<file path="src/rtl/mdio_pkg.sv">
package mdio_pkg;
  localparam int REG_W  = 16;
  localparam int DEV_W  = 5;
  localparam int PORT_W = 5;
  localparam int GO_BIT = 30;

  typedef enum logic [1:0] {
    OP_ADDR  = 2'b00,
    OP_WRITE = 2'b01,
    OP_RSVD  = 2'b10,
    OP_READ  = 2'b11
  } mdio_op_e;

  // field order sets the command register layout: op 27:26, port 25:21, dev 20:16, reg 15:0
  typedef struct packed {
    mdio_op_e            op;
    logic [PORT_W-1:0]   port;
    logic [DEV_W-1:0]    dev;
    logic [REG_W-1:0]    regad;
  } mdio_cmd_t;
endpackage

</file>
<file path="src/rtl/mdio_clk_gen.sv">
module mdio_clk_gen #(
  parameter int MDC_HALF = 2
) (
  input  logic clk_i,
  input  logic rst_ni,
  input  logic run_i,
  output logic mdc_o,
  output logic rise_o,
  output logic fall_o
);
  localparam int CW = (MDC_HALF > 1) ? $clog2(MDC_HALF) : 1;

  logic [CW-1:0] cnt_q;
  logic          mdc_q;
  logic          wrap;

  assign wrap   = run_i && (cnt_q == CW'(MDC_HALF - 1));
  assign rise_o = wrap && !mdc_q;
  assign fall_o = wrap &&  mdc_q;
  assign mdc_o  = mdc_q;

  always_ff @(posedge clk_i or negedge rst_ni) begin
    if (!rst_ni) begin
      cnt_q <= '0;
      mdc_q <= 1'b0;
    end else if (!run_i) begin
      cnt_q <= '0;
      mdc_q <= 1'b0;
    end else if (wrap) begin
      cnt_q <= '0;
      mdc_q <= ~mdc_q;
    end else begin
      cnt_q <= cnt_q + CW'(1);
    end
  end
endmodule

</file>
<file path="src/rtl/mdio_frame_shifter.sv">
module mdio_frame_shifter #(
  parameter int PRE_BITS = 32,
  localparam int FB      = PRE_BITS + 32,
  localparam int IW      = $clog2(FB)
) (
  input  logic          clk_i,
  input  logic          rst_ni,
  input  logic          start_i,
  input  logic [FB-1:0] frame_i,
  input  logic          read_i,
  input  logic          rise_i,
  input  logic          fall_i,
  input  logic          mdio_i,
  output logic          active_o,
  output logic          done_o,
  output logic          mdio_o,
  output logic          mdio_oe_o,
  output logic [IW-1:0] bit_idx_o,
  output logic [15:0]   cap_o
);
  localparam int REL_IDX = PRE_BITS + 14;  // turnaround
  localparam int CAP_IDX = PRE_BITS + 16;  // first data bit

  logic          active_q, rd_q;
  logic [IW-1:0] idx_q;
  logic [FB-1:0] sh_q;
  logic [15:0]   cap_q;
  logic          last;

  assign last      = (idx_q == IW'(FB - 1));
  assign done_o    = active_q && fall_i && last;
  assign active_o  = active_q;
  assign mdio_o    = active_q ? sh_q[FB-1] : 1'b1;
  assign mdio_oe_o = active_q && !(rd_q && (idx_q >= IW'(REL_IDX)));
  assign bit_idx_o = idx_q;
  assign cap_o     = cap_q;

  always_ff @(posedge clk_i or negedge rst_ni) begin
    if (!rst_ni) begin
      active_q <= 1'b0;
      rd_q     <= 1'b0;
      idx_q    <= '0;
      sh_q     <= '1;
      cap_q    <= '0;
    end else if (start_i && !active_q) begin
      active_q <= 1'b1;
      rd_q     <= read_i;
      idx_q    <= '0;
      sh_q     <= frame_i;
      cap_q    <= '0;
    end else if (active_q) begin
      if (rise_i && rd_q && (idx_q >= IW'(CAP_IDX)))
        cap_q <= {cap_q[14:0], mdio_i};
      if (fall_i) begin
        if (last) begin
          active_q <= 1'b0;
        end else begin
          idx_q <= idx_q + IW'(1);
          sh_q  <= {sh_q[FB-2:0], 1'b1};
        end
      end
    end
  end
endmodule

</file>
<file path="src/rtl/mdio_host_regs.sv">
module mdio_host_regs
  import mdio_pkg::*;
#(
  parameter int PRE_BITS = 32,
  localparam int FB      = PRE_BITS + 32
) (
  input  logic          clk_i,
  input  logic          rst_ni,
  input  logic          cmd_we_i,
  input  logic [31:0]   cmd_wdata_i,
  input  logic          dat_we_i,
  input  logic [15:0]   dat_wdata_i,
  input  logic          busy_i,
  input  logic          done_i,
  input  logic [15:0]   cap_i,
  output logic          start_o,
  output logic [FB-1:0] frame_o,
  output logic          read_o,
  output logic [31:0]   cmd_rdata_o,
  output logic [31:0]   dat_rdata_o
);
  mdio_cmd_t   cmd_q, new_cmd;
  logic [15:0] wr_q, rd_q;
  logic [15:0] payload;
  logic        unused_bits;

  assign unused_bits = ^{cmd_wdata_i[31], cmd_wdata_i[29:28]};
  assign new_cmd     = mdio_cmd_t'(cmd_wdata_i[27:0]);
  assign start_o     = cmd_we_i && !busy_i && cmd_wdata_i[GO_BIT] && (new_cmd.op != OP_RSVD);
  assign read_o      = (new_cmd.op == OP_READ);

  always_comb begin
    unique case (new_cmd.op)
      OP_ADDR:  payload = new_cmd.regad;
      OP_WRITE: payload = wr_q;
      default:  payload = '1;
    endcase
  end

  assign frame_o     = {{PRE_BITS{1'b1}}, 2'b00, new_cmd.op, new_cmd.port, new_cmd.dev, 2'b10, payload};
  assign cmd_rdata_o = {1'b0, busy_i, 2'b00, cmd_q};
  assign dat_rdata_o = {rd_q, wr_q};

  always_ff @(posedge clk_i or negedge rst_ni) begin
    if (!rst_ni) begin
      cmd_q <= '0;
      wr_q  <= '0;
      rd_q  <= '0;
    end else begin
      if (start_o)  cmd_q <= new_cmd;
      if (dat_we_i) wr_q  <= dat_wdata_i;
      if (done_i && (cmd_q.op == OP_READ)) rd_q <= cap_i;
    end
  end
endmodule

</file>
<file path="src/rtl/mdio_cmd_engine.sv">
module mdio_cmd_engine #(
  parameter int MDC_HALF = 2,
  parameter int PRE_BITS = 32
) (
  input  logic        clk_i,
  input  logic        rst_ni,
  input  logic        cmd_we_i,
  input  logic [31:0] cmd_wdata_i,
  output logic [31:0] cmd_rdata_o,
  input  logic        dat_we_i,
  input  logic [15:0] dat_wdata_i,
  output logic [31:0] dat_rdata_o,
  output logic        mdc_o,
  input  logic        mdio_i,
  output logic        mdio_o,
  output logic        mdio_oe_o
);
  localparam int FB    = PRE_BITS + 32;
  localparam int IDX_W = $clog2(FB);

  logic             start, read, active, done, rise, fall;
  logic [FB-1:0]    frame;
  logic [15:0]      cap;
  logic [IDX_W-1:0] bit_idx;

  mdio_host_regs #(.PRE_BITS(PRE_BITS)) u_regs (
    .clk_i, .rst_ni, .cmd_we_i, .cmd_wdata_i, .dat_we_i, .dat_wdata_i,
    .busy_i(active), .done_i(done), .cap_i(cap),
    .start_o(start), .frame_o(frame), .read_o(read),
    .cmd_rdata_o, .dat_rdata_o
  );

  mdio_clk_gen #(.MDC_HALF(MDC_HALF)) u_clk (
    .clk_i, .rst_ni, .run_i(active), .mdc_o, .rise_o(rise), .fall_o(fall)
  );

  mdio_frame_shifter #(.PRE_BITS(PRE_BITS)) u_shift (
    .clk_i, .rst_ni, .start_i(start), .frame_i(frame), .read_i(read),
    .rise_i(rise), .fall_i(fall), .mdio_i,
    .active_o(active), .done_o(done), .mdio_o, .mdio_oe_o,
    .bit_idx_o(bit_idx), .cap_o(cap)
  );
endmodule

</file>
<file path="config.mk">
export PLATFORM = sky130hd
export DESIGN_NAME = mdio_cmd_engine
export DESIGN_NICKNAME = d
export VERILOG_FILES = /design/src/rtl/mdio_pkg.sv /design/src/rtl/mdio_clk_gen.sv /design/src/rtl/mdio_frame_shifter.sv /design/src/rtl/mdio_host_regs.sv /design/src/rtl/mdio_cmd_engine.sv
export SDC_FILE = /design/constraint.sdc
export NUM_CORES = 1
export LEC_CHECK = 0
export CAP_MARGIN = 20
export CORE_ASPECT_RATIO = 1.5
export CORE_MARGIN = 2
export CORE_UTILIZATION = 45
export DETAILED_ROUTE_END_ITERATION = 16
export GPL_TIMING_DRIVEN = 0
export PLACE_DENSITY = 0.69
export SETUP_SLACK_MARGIN = 0.02
export SLEW_MARGIN = 20
export SYNTH_ARGS = -nofsm -noshare
export SYNTH_HDL_FRONTEND = slang
export SYNTH_HIERARCHICAL = 1
export SYNTH_SLANG_ARGS = --single-unit
export TNS_END_PERCENT = 100
</file>
<file path="constraint.sdc">
create_clock -name clk_i -period 3.2 [get_ports clk_i]
set_clock_uncertainty 0.15 [all_clocks]
set_input_delay 0.8 -clock clk_i [delete_from_list [all_inputs] [get_ports clk_i]]
set_output_delay 0.8 -clock clk_i [all_outputs]
set_load 0.1 [all_outputs]
</file>
# Yosys cells after proc, flatten, opt, wreduce, memory -nomap -nowiden
# Index checks and enable logic that the tools add are counted.
# classes
n_eq_ne,7
n_bitwise,1
n_lt_le_gt_ge,2
n_mux,21
multipliers,0
div_mod_pow,0
reduce_logical,23
add_sub_neg,2
shifts,0
# op_table
op,count
$mux W64,4
$mux W16,3
$pmux W16 S2,1
$mux W6,4
$logic_and A1 B1 Y1,14
$ge A6 B6 Y1 const B,2
$mux W1,9
$add A6 B1 Y6 const B,1
$eq A6 B6 Y1 const B,1
$ne A2 B2 Y1 const B,3
$reduce_bool A2 Y1,3
$eq A2 B2 Y1 const B,2
$logic_not A1 Y1,3
$reduce_and A3 Y1,1
$eq A2 B1 Y1 const B,1
$logic_not A2 Y1,1
$reduce_and A2 Y1,1
$add A1 B1 Y1 const B,1
$not A1 Y1,1
# word_totals
latch_bits,0
memories,0
word_cells,69
register_bits,150
ramBits,0
in_bits,53
out_inout_bits,67
romBits,0

# Longest topological paths before layout
# Gate-level depths: netlist (run 1).
# depth
depth_word,7
ltp_mapped,8
mapped_depth_nobuf,5

# Modules after synthesis
# The synthesis (run 1) kept the hierarchy.
# modules_own_cells
module,cells_each,area_per_inst_um2,instances
mdio_frame_shifter,329,4122.7,1
mdio_host_regs,222,2994.1,1
mdio_clk_gen,8,88.8,1

# Worst setup path after synthesis (run 1)
# Ideal clock, no wire load.
# synth_path
path_type,reg-to-output
start,"register u_shift.idx_q[0], in the netlist u_shift/bit_idx_o[0]"
end,output mdio_oe_o
stages_incl_launch_ff,6
n_path_buf,0
t_arrival_ps,1750
path_slack_ps,500
required_ps,2250
cell_sequence,dfrtp_1 inv_1 ha_1 or2_2 a31oi_1 o21a_1
# synth_between
elab_chain_cells,4
# synth_lines
element,line,text
start: declaration,mdio_frame_shifter.sv:25,logic [IW-1:0] idx_q;
start signal: assignment,mdio_frame_shifter.sv:58,idx_q <= idx_q + IW'(1);
$ge A6 B6 Y1,mdio_frame_shifter.sv:34,assign mdio_oe_o = active_q && !(rd_q && (idx_q >= IW'(REL_IDX)));
$logic_and A1 B1 Y1,mdio_frame_shifter.sv:34,
$logic_not A1 Y1,mdio_frame_shifter.sv:34,
$logic_and A1 B1 Y1,mdio_frame_shifter.sv:34,
end: declaration,mdio_cmd_engine.sv:16,output logic mdio_oe_o
# Every way passes these cells.

# Worst setup path after layout (run 1)
# Same ends and word-level chain as after synthesis.

==> results of run 1 <==
==> power by group <==
group / switching [mW] / internal, mW
logic: 2.32 / 1.33
registers: 0.476 / 2.85
clock network: 0.781 / 1.25
total: 3.58 / 5.42
==> worst paths after layout <==
| check | slack [ns] | startpoint | to | cells past startpoint |
|---|---|---|---|---|
| max in group asynchronous | 1.89 | rst_ni | u_shift/sh_q[16] | 2 |
| min in group clk_i | 0.33 | u_shift/rd_q | u_shift/rd_q | 2 |
| max reg2reg | 0.55 | u_shift/active_o | u_shift/cap_o[4] | 8 |
| min | 0.21 | rst_ni | u_regs/wr_q[8] | 1 |
| min reg2reg | 0.33 | u_shift/rd_q | u_shift/rd_q | 2 |
| max | 0.13 | u_shift/bit_idx_o[0] | mdio_oe_o | 6 |
==> cell usage in the layout (no fill, tap or decap), drive strengths merged, types with 4 or more instances in the layout <==
cell,Yosys,layout
a211o,16,16
a21oi,4,4
a221o,63,63
and2,82,82
and3,4,4
buf,69,73
clkbuf,17,37
clkdlybuf4s50,0,108
clkinv,0,5
conb,2,39
dfrtp,86,86
dfstp,64,64
inv,10,12
mux2,67,67
mux2i,11,11
nand2,19,19
nor2,14,14
==> through the flow <==
| stage | total power, mW | setup slack (ns) | hold WS, ns | cells |
|---|---|---|---|---|
| global placement | 6.89 | -4.57 | 0.309 | 911 |
| detailed placement | 6.98 | -0.580 | 0.315 | 912 |
| finish | 9.00 | 0.132 | 0.208 | 945 |
| CTS | 9.07 | 0.123 | 0.226 | 945 |
| floorplan | 6.07 | 0.500 | 0.296 | 596 |
| global route | 9.44 | 0.0505 | 0.244 | 945 |
==> cell usage after synthesis (2+ instances only) <==
cell type | instances | area share
dfrtp_1 | 86 | 0.30
and2_1 | 82 | 0.071
dfstp_2 | 64 | 0.23
buf_4 | 53 | 0.055
a221o_2 | 51 | 0.080
mux2_2 | 48 | 0.075
mux2_4 | 19 | 0.040
nand2_1 | 19 | 0.0099
clkbuf_1 | 17 | 0.0089
a211o_1 | 16 | 0.019
nor2_1 | 14 | 0.0073
a221o_1 | 12 | 0.017
mux2i_1 | 11 | 0.015
inv_1 | 9 | 0.0047
buf_2 | 7 | 0.0049
buf_6 | 7 | 0.011
a31oi_1 | 3 | 0.0026
and3_2 | 3 | 0.0031
nand2b_1 | 3 | 0.0026
nor3_1 | 3 | 0.0021
o21ai_0 | 3 | 0.0021
a21oi_1 | 2 | 0.0014
buf_12 | 2 | 0.0056
conb_1 | 2 | 0.0010
ha_1 | 2 | 0.0035
nand3_1 | 2 | 0.0014
or2_2 | 2 | 0.0017
==> timing repair <==
item / CTS / global route
pin swaps: 1 / 0
endpoints found under the setup margin: 46 / 3
resized for setup: 6 / 1
setup buffers: 1 / 0
==> logic make-up (layout without fill, tap and decap cells) <==
kind of cell | Yosys count | after routing
flops | 150 | 150
simple gates | 136 | 136
buf+inv | 96 | 242
compound gates | 94 | 94
mux | 78 | 78
fa+ha+maj | 2 | 2
other cells | 2 | 39
xor+xnor | 1 | 1
==> cell type report <==
| cell class | count | area (sq um) | share of cell area |
|---|---|---|---|
| inverter | 10 | 37.5 | 0.00401 |
| buffer | 86 | 616 | 0.0658 |
| tap | 203 | 254 | 0.0272 |
| clock inverter | 12 | 151 | 0.0162 |
| multi-input combinational | 350 | 2860 | 0.306 |
| timing repair buffer | 114 | 1160 | 0.124 |
| clock buffer | 20 | 447 | 0.0478 |
| sequential | 150 | 3830 | 0.410 |
==> routing by layer <==
metal	part of all wire	track usage	wire length (um)	vias up
li1	-	-	-	2268
met1	0.42	0.230	6320	2397
met2	0.52	0.322	7890	94
met3	0.041	0.0503	620	19
met4	0.015	0.0579	231	0
met5	0	0	0	-
==> worst max-delay path, stage by stage (launching register included) <==
cell and delay [ns]:
dfrtp_1 0.41, inv_1 0.07, ha_1 0.18, or2_2 0.26, a31oi_1 0.23, o21a_1 0.14, buf_2 0.42
==> registers in the layout, summed over array words and instances, names as in the netlist <==
register            count
u_shift/sh_q           64
u_regs/cmd_rdata_o     28
u_regs/rd_q            16
u_regs/wr_q            16
u_shift/cap_o          16
u_shift/bit_idx_o       6
u_clk/cnt_q             1
u_clk/mdc_o             1
u_shift/active_o        1
u_shift/rd_q            1
==> impl_metrics.ini, run 1 <==
[logic_synthesis]
synth_edf_count = 0
synth-xor-area-share = 0.00122
ys_ff_latch = 150
yosys.area_share.simple = 0.109
synth.area.mux_share = 0.130
yosys.area_share.adder = 0.00347
syn_inst = 559
synth_warnings = 6
synth_cell_type_count = 44
synth_ff_type = dfrtp_1
async_flop_share = 1.00
synth_top_family_by_area = compound AO/OA/AOI/OAI gates
avgSynthCellArea_sq_um = 12.9
synth_seq_area_share = 0.532
synth_compound_area_frac = 0.133
synth_area_sq_um = 7210

[cts]
clkTransAtPathRegs_ns = 0.06
cts_buffers = 17
cts_max_path_buffers = 2
cts.sinks = 150
cts_tree = done
htreeDepth = 4
cts.hold.buffers_added = 0
cts_root_buffer = clkbuf_16
clock_latency_ns = 0.42

[setup_path]
startpoint_type = flip-flop
cp_data_arrival_time_ns = 2.12
crit_required_ns = 2.25
crit_fanout = 5
critPathKind = flip-flop to output port
end_kind = output port

[detailed_routing]
wire_per_inst_um = 15.9
drt-total-wl_mm = 15.1
drt_pre_antenna_iters = 5
vias = 4778
ant_nets = 0
drtIter0Drc = 124
post-route-drc-count = 0
viasPerCell = 5.06

[die]
start_util = 0.461
io_pins = 120
rows = 56
die-area_sq_um = 17100
die_w_um = 107
coreArea_sq_um = 15600
die_y_um = 159

[pwr]
peakVddDrop_uv = 648
p_per_area_nw_per_um2 = 962
p_leak_nw = 4.19

[global_routing]
grt_pass1_vias = 5225
overflow = 0
grt_max_degree = 78
antenna_found_initial = 0
grt.total_usage = 0.188
grt_pass1_wl_mm = 25.9

[timing]
setup-tns-final_ns = 0
period_share = 0.959
rsz0062_at_grt = false
max-slew-margin-rel = 0.335
setup_violations = 0
max_freq_mhz = 326
tightest_slew_ns = 0.995
finalHoldViolCount = 0
layout_min_cycle_time_ns = 3.07
slew_violations = 0

[placed_design]
numPortBuffers = 112
gp_congestion = 0.804
dp_hpwl_mm = 10.4
place_area_sq_um = 8750

[layout]
antenna_cells = 0
utilization = 0.599
drive_above_1_share = 0.400
area_growth_pct = 29.8
nets = 784
fin_area_sq_um = 9350
n_fill_cell = 1237

[status]
status = complete, no violations

[min_path]
hp-class = input port to async pin

[job]
cap_violations = 0
Power figures use the tool's default switching activity.
==> run 2, diff against run 1 <==
Clock period 3.2 ns to 3.95 ns, I/O delays scaled along.
==> run 2 against run 1 <==
Compared with the run above:
- via count hardly changed
- non-clock buffer count down 1
- cell count shrank 0.11%
- global-route usage unchanged
- setup slack improved by 0.14 ns
- core utilization hardly changed
- power fell by 19%
- sequential share of layout area about the same
- largest power group unchanged
==> impl_metrics.ini, run 2 (same netlist as run 1, synthesis figures left out) <==
[pwr]
clkPwrFrac = 0.225
p_per_area_nw_per_um2 = 780
p_sw_frac = 0.397
peakVddDrop_uv = 525
internal_power_mw = 4.40
p_sw_mw = 2.90
p_seq_frac = 0.370
p_leak_nw = 4.17
power.share.combinational = 0.406
power_mw = 7.29

[global_routing]
overflow = 0
antenna_found_initial = 0
grt.total_usage = 0.188
grt_pass1_vias = 5219
grt_pass1_wl_mm = 25.9
grt_max_degree = 78

[die]
io_pins = 120
die_w_um = 107
die_y_um = 159
coreArea_sq_um = 15600
rows = 56
start_util = 0.461
die-area_sq_um = 17100

[timing]
max_freq_mhz = 272
rsz0062_at_grt = false
setup_violations = 0
finalHoldViolCount = 0
layout_min_cycle_time_ns = 3.68
whs_ns = 0.328
tightest_slew_ns = 1.01
max-slew-margin-rel = 0.327
period_share = 0.932
slew_violations = 0

[setup_path]
rrSetupSlack_ns = 1.04
rr_worst_depth = 8
end_kind = output port
timing.rr.end = u_shift/cap_o[4]
critPathKind = flip-flop to output port
r2r-start = u_shift/active_o
startpoint_type = flip-flop
crit_fanout = 5
crit_required_ns = 2.81
cp_data_arrival_time_ns = 2.54

[layout]
multiInputGateArea_sq_um = 2860
nets = 783
area_growth_pct = 29.7
drive_above_1_share = 0.398
largest-register = u_shift/sh_q
mostFrequentLayoutCells = clkdlybuf4s50_1, dfrtp_1, and2_1
n_fill_cell = 1241
antenna_cells = 0
largest_reg_flops = 64
seqCellArea_sq_um = 3830
fin_area_sq_um = 9350
final_common_cell = clkdlybuf4s50_1

[min_path]
hold_depth = 2
worstHoldEndpoint = u_shift/rd_q
min_from = u_shift/rd_q
hp-class = flip-flop to flip-flop

[cts]
postCtsSetupBuffers = 0
cts_max_path_buffers = 2
cts_resized = 1
clkTransAtPathRegs_ns = 0.06
cts_root_buffer = clkbuf_16
cts.hold.buffers_added = 0
clock_latency_ns = 0.41
cts.sinks = 150
cts_tree = done
cts_buffers = 17
htreeDepth = 4

[detailed_routing]
drtIter0Drc = 138
wire_per_inst_um = 15.9
drt_pre_antenna_iters = 4
viasPerCell = 5.06
vias = 4779
drt-total-wl_mm = 15.0
post-route-drc-count = 0
ant_nets = 0

[placed_design]
gp_congestion = 0.804
numPortBuffers = 112
dp_hpwl_mm = 10.4
place_area_sq_um = 8750

[job]
cap_violations = 0

[status]
status = complete, no violations
==> run 2: cell count changes in the layout (fill, tap and decap cells not counted) <==
cell,before,now
buf_2,8,7
buf_4,54,53
clkdlybuf4s50_1,108,110
dlymetal6s2s_1,1,0
==> run 2: cell type report <==
class | instances | share of cell area
buffer | 86 | 0.0658
clock buffer | 20 | 0.0478
clock inverter | 12 | 0.0162
inverter | 10 | 0.00401
multi-input combinational | 350 | 0.306
sequential | 150 | 0.410
tap | 203 | 0.0272
timing repair buffer | 113 | 0.123
==> run 2: metrics by stage <==
stage / TNS (ns) / worst slack [ns] / util / cells
2_1_floorplan: 0 / 1.06 / - / 596
3_3_place_gp: -485.43 / -4.01 / 0.558 / 911
3_5_place_dp: -0.0302 / -0.0173 / 0.560 / 912
4_1_cts: 0 / 0.254 / 0.598 / 944
5_1_grt: 0 / 0.178 / 0.598 / 944
6_report: 0 / 0.269 / 0.598 / 944
==> run 2: worst max-delay path by stage <==
stage | start | to | slack [ns] | cells past startpoint
floorplan | u_shift/bit_idx_o[0] | mdio_oe_o | 1.06 | 5
global placement | rst_ni | u_regs/cmd_rdata_o[12] | -4.01 | 1
detailed placement | cmd_wdata_i[26] | u_shift/cap_o[4] | -0.02 | 9
CTS | u_shift/bit_idx_o[0] | mdio_oe_o | 0.25 | 6
global route | u_shift/bit_idx_o[0] | mdio_oe_o | 0.18 | 6
finish | u_shift/bit_idx_o[0] | mdio_oe_o | 0.27 | 6
==> run 2: power by group through the flow <==
| stage | combinational (mW) | sequential, mW | clock, mW |
|---|---|---|---|
| after floorplan | 1.21 | 3.71 | 0 |
| after global placement | 2.91 | 2.68 | 0 |
| after detailed placement | 2.96 | 2.70 | 0 |
| after CTS | 2.97 | 2.69 | 1.68 |
| after global routing | 3.12 | 2.78 | 1.75 |
| final | 2.96 | 2.69 | 1.64 |
==> run 2: worst max-delay path, stage by stage, from the launching register on <==
cell           delay [ns]
dfrtp_1              0.41
inv_1                0.07
ha_1                 0.18
or2_2                0.26
a31oi_1              0.23
o21a_1               0.14
dlygate4sd2_1        0.85
==> run 2: routing by layer <==
layer | vias to the layer above | share of wire | global-route usage
li1 | 2267 | - | -
met1 | 2398 | 0.42 | 0.230
met2 | 96 | 0.53 | 0.322
met3 | 18 | 0.040 | 0.0503
met4 | 0 | 0.015 | 0.0579
met5 | - | 0 | 0
==> run 3, diff against run 2 <==
Settings changed: CORE_UTILIZATION 45 to 40, PLACE_DENSITY 0.69 to not set.
==> run 3 against run 2 <==
Compared with the run above:
- global-route usage down 1.8 points
- sequential cell count unchanged
- count of clock-buffer cells in the layout down 1
- maximum frequency up 1.3%
- power up 1.7%
- critical path type unchanged
- largest power group unchanged
==> impl_metrics.ini, run 3 (same netlist as run 1, synthesis figures left out) <==
[timing]
max-slew-margin-rel = 0.314
period_share = 0.920
fin_ws_ns = 0.316
rsz0062_at_grt = false
finalHoldViolCount = 0
tightest_slew_ns = 1.03
slew_violations = 0
setup_violations = 0
max_freq_mhz = 275
layout_min_cycle_time_ns = 3.63

[global_routing]
grt_pass1_vias = 5272
overflow = 0
grt.total_usage = 0.170
grt_pass1_wl_mm = 26.4
grt_max_degree = 81
antenna_found_initial = 0

[setup_path]
crit_chain = inv_1, ha_1, or2_2, a31oi_1, o21a_1, dlygate4sd2_1
worst_path_largest_cell_delay_ns = 0.85
rrSetupSlack_ns = 0.97
crit_required_ns = 2.81
path_buf_inv = 2
cp_data_arrival_time_ns = 2.50
crit_fanout = 5
timing.critical_path.max_delay_family = buffers and inverters
critPathKind = flip-flop to output port
worst_path_max_delay_cell = dlygate4sd2_1
end_kind = output port
startpoint_type = flip-flop

[cts]
clkTransAtPathRegs_ns = 0.06
htreeDepth = 4
cts_root_buffer = clkbuf_16
cts_buffers = 17
cts_resized = 1
cts_tree = done
cts_max_path_buffers = 2
clock_latency_ns = 0.41
cts.sinks = 150
postCtsSetupBuffers = 0
cts.hold.buffers_added = 0

[pwr]
power_mw = 7.42
p_per_area_nw_per_um2 = 789
p_leak_nw = 4.19
peakVddDrop_uv = 564

[detailed_routing]
wl_met2_mm = 8.10
vias = 4771
post-route-drc-count = 0
ant_nets = 0
drtIter0Drc = 180
wl_met1_mm = 6.53
viasPerCell = 4.99
routed.top_layer = met4
wl_met3_um = 592
drt_pre_antenna_iters = 4
wire_per_inst_um = 16.0
drt-total-wl_mm = 15.3

[die]
start_util = 0.405
coreArea_sq_um = 17800
die_w_um = 114
io_pins = 120
die_y_um = 168
die-area_sq_um = 19100
rows = 60

[layout]
drive_above_1_share = 0.397
antenna_cells = 0
largest-register = u_shift/sh_q
utilization = 0.529
nets = 783
area_growth_pct = 30.5
mostFrequentLayoutCells = clkdlybuf4s50_1, dfrtp_1, and2_1
final_common_cell = clkdlybuf4s50_1
largest_reg_flops = 64
fin_cells = 957

[placed_design]
dp_hpwl_mm = 10.6
gp_congestion = 0.823
dpl.cell_count = 926
dp_slack_ns = -0.0813
numPortBuffers = 112

[status]
status = complete, no violations

[min_path]
hp-class = flip-flop to flip-flop

[job]
cap_violations = 0
run 3: cell types whose count changed in the layout (fill, tap and decap cells not counted):
cell        before  now
clkinv_2         4    2
clkbuf_8         1    0
bufinv_16        3    5
inv_6            2    3
clkinvlp_4       2    1
run 3: power by group:
group          total (mW)  switching [mW]  internal (mW)  leakage [nW]
logic                2.96            1.88           1.08          2.15
clock network        1.78           0.652           1.12         0.308
registers            2.68           0.373           2.31          1.73
run 3: metrics by stage:
stage               setup TNS [ns]  cell area [sq um]  hold slack (ns)
floorplan                        0               7340            0.296
global placement           -507.39               8740            0.312
detailed placement          -0.443               8770            0.326
CTS                              0               9400            0.341
global route                     0               9400            0.378
finish                           0               9400            0.344
run 3: worst register-to-register path, stage by stage (launching register included):
cell,delay (ns)
dfrtp_1,0.43
nand3b_1,0.37
a21oi_4,0.47
buf_12,0.22
nor2b_2,0.30
buf_2,0.28
buf_2,0.30
nor2_1,0.06
mux2_2,0.27
run 3: worst paths after layout:
check | start | endpoint | depth (start not counted)
max in group asynchronous | rst_ni | u_shift/sh_q[31] | 2
min in group asynchronous | rst_ni | u_regs/cmd_rdata_o[9] | 1
setup / recovery | u_shift/bit_idx_o[0] | mdio_oe_o | 6
setup reg to reg | u_shift/active_o | u_shift/cap_o[4] | 8
hold reg to reg | u_shift/rd_q | u_shift/rd_q | 2
hold / removal | u_shift/rd_q | u_shift/rd_q | 2
run 3: area by class of cell:
class,instances,area (sq um)
clock buffers,19,433
multi-input cells,350,2860
flip-flops and latches,150,3830
inverters,10,37.5
well taps,217,272
fillers,1557,8390
plain buffers,86,616
clock inverters,12,203
repair buffers,113,1150
run 3: metal layers:
metal | vias up | track usage
li1 | 2251 | -
met1 | 2418 | 0.210
met2 | 97 | 0.297
met3 | 5 | 0.0389
met4 | 0 | 0.0483
met5 | - | 0
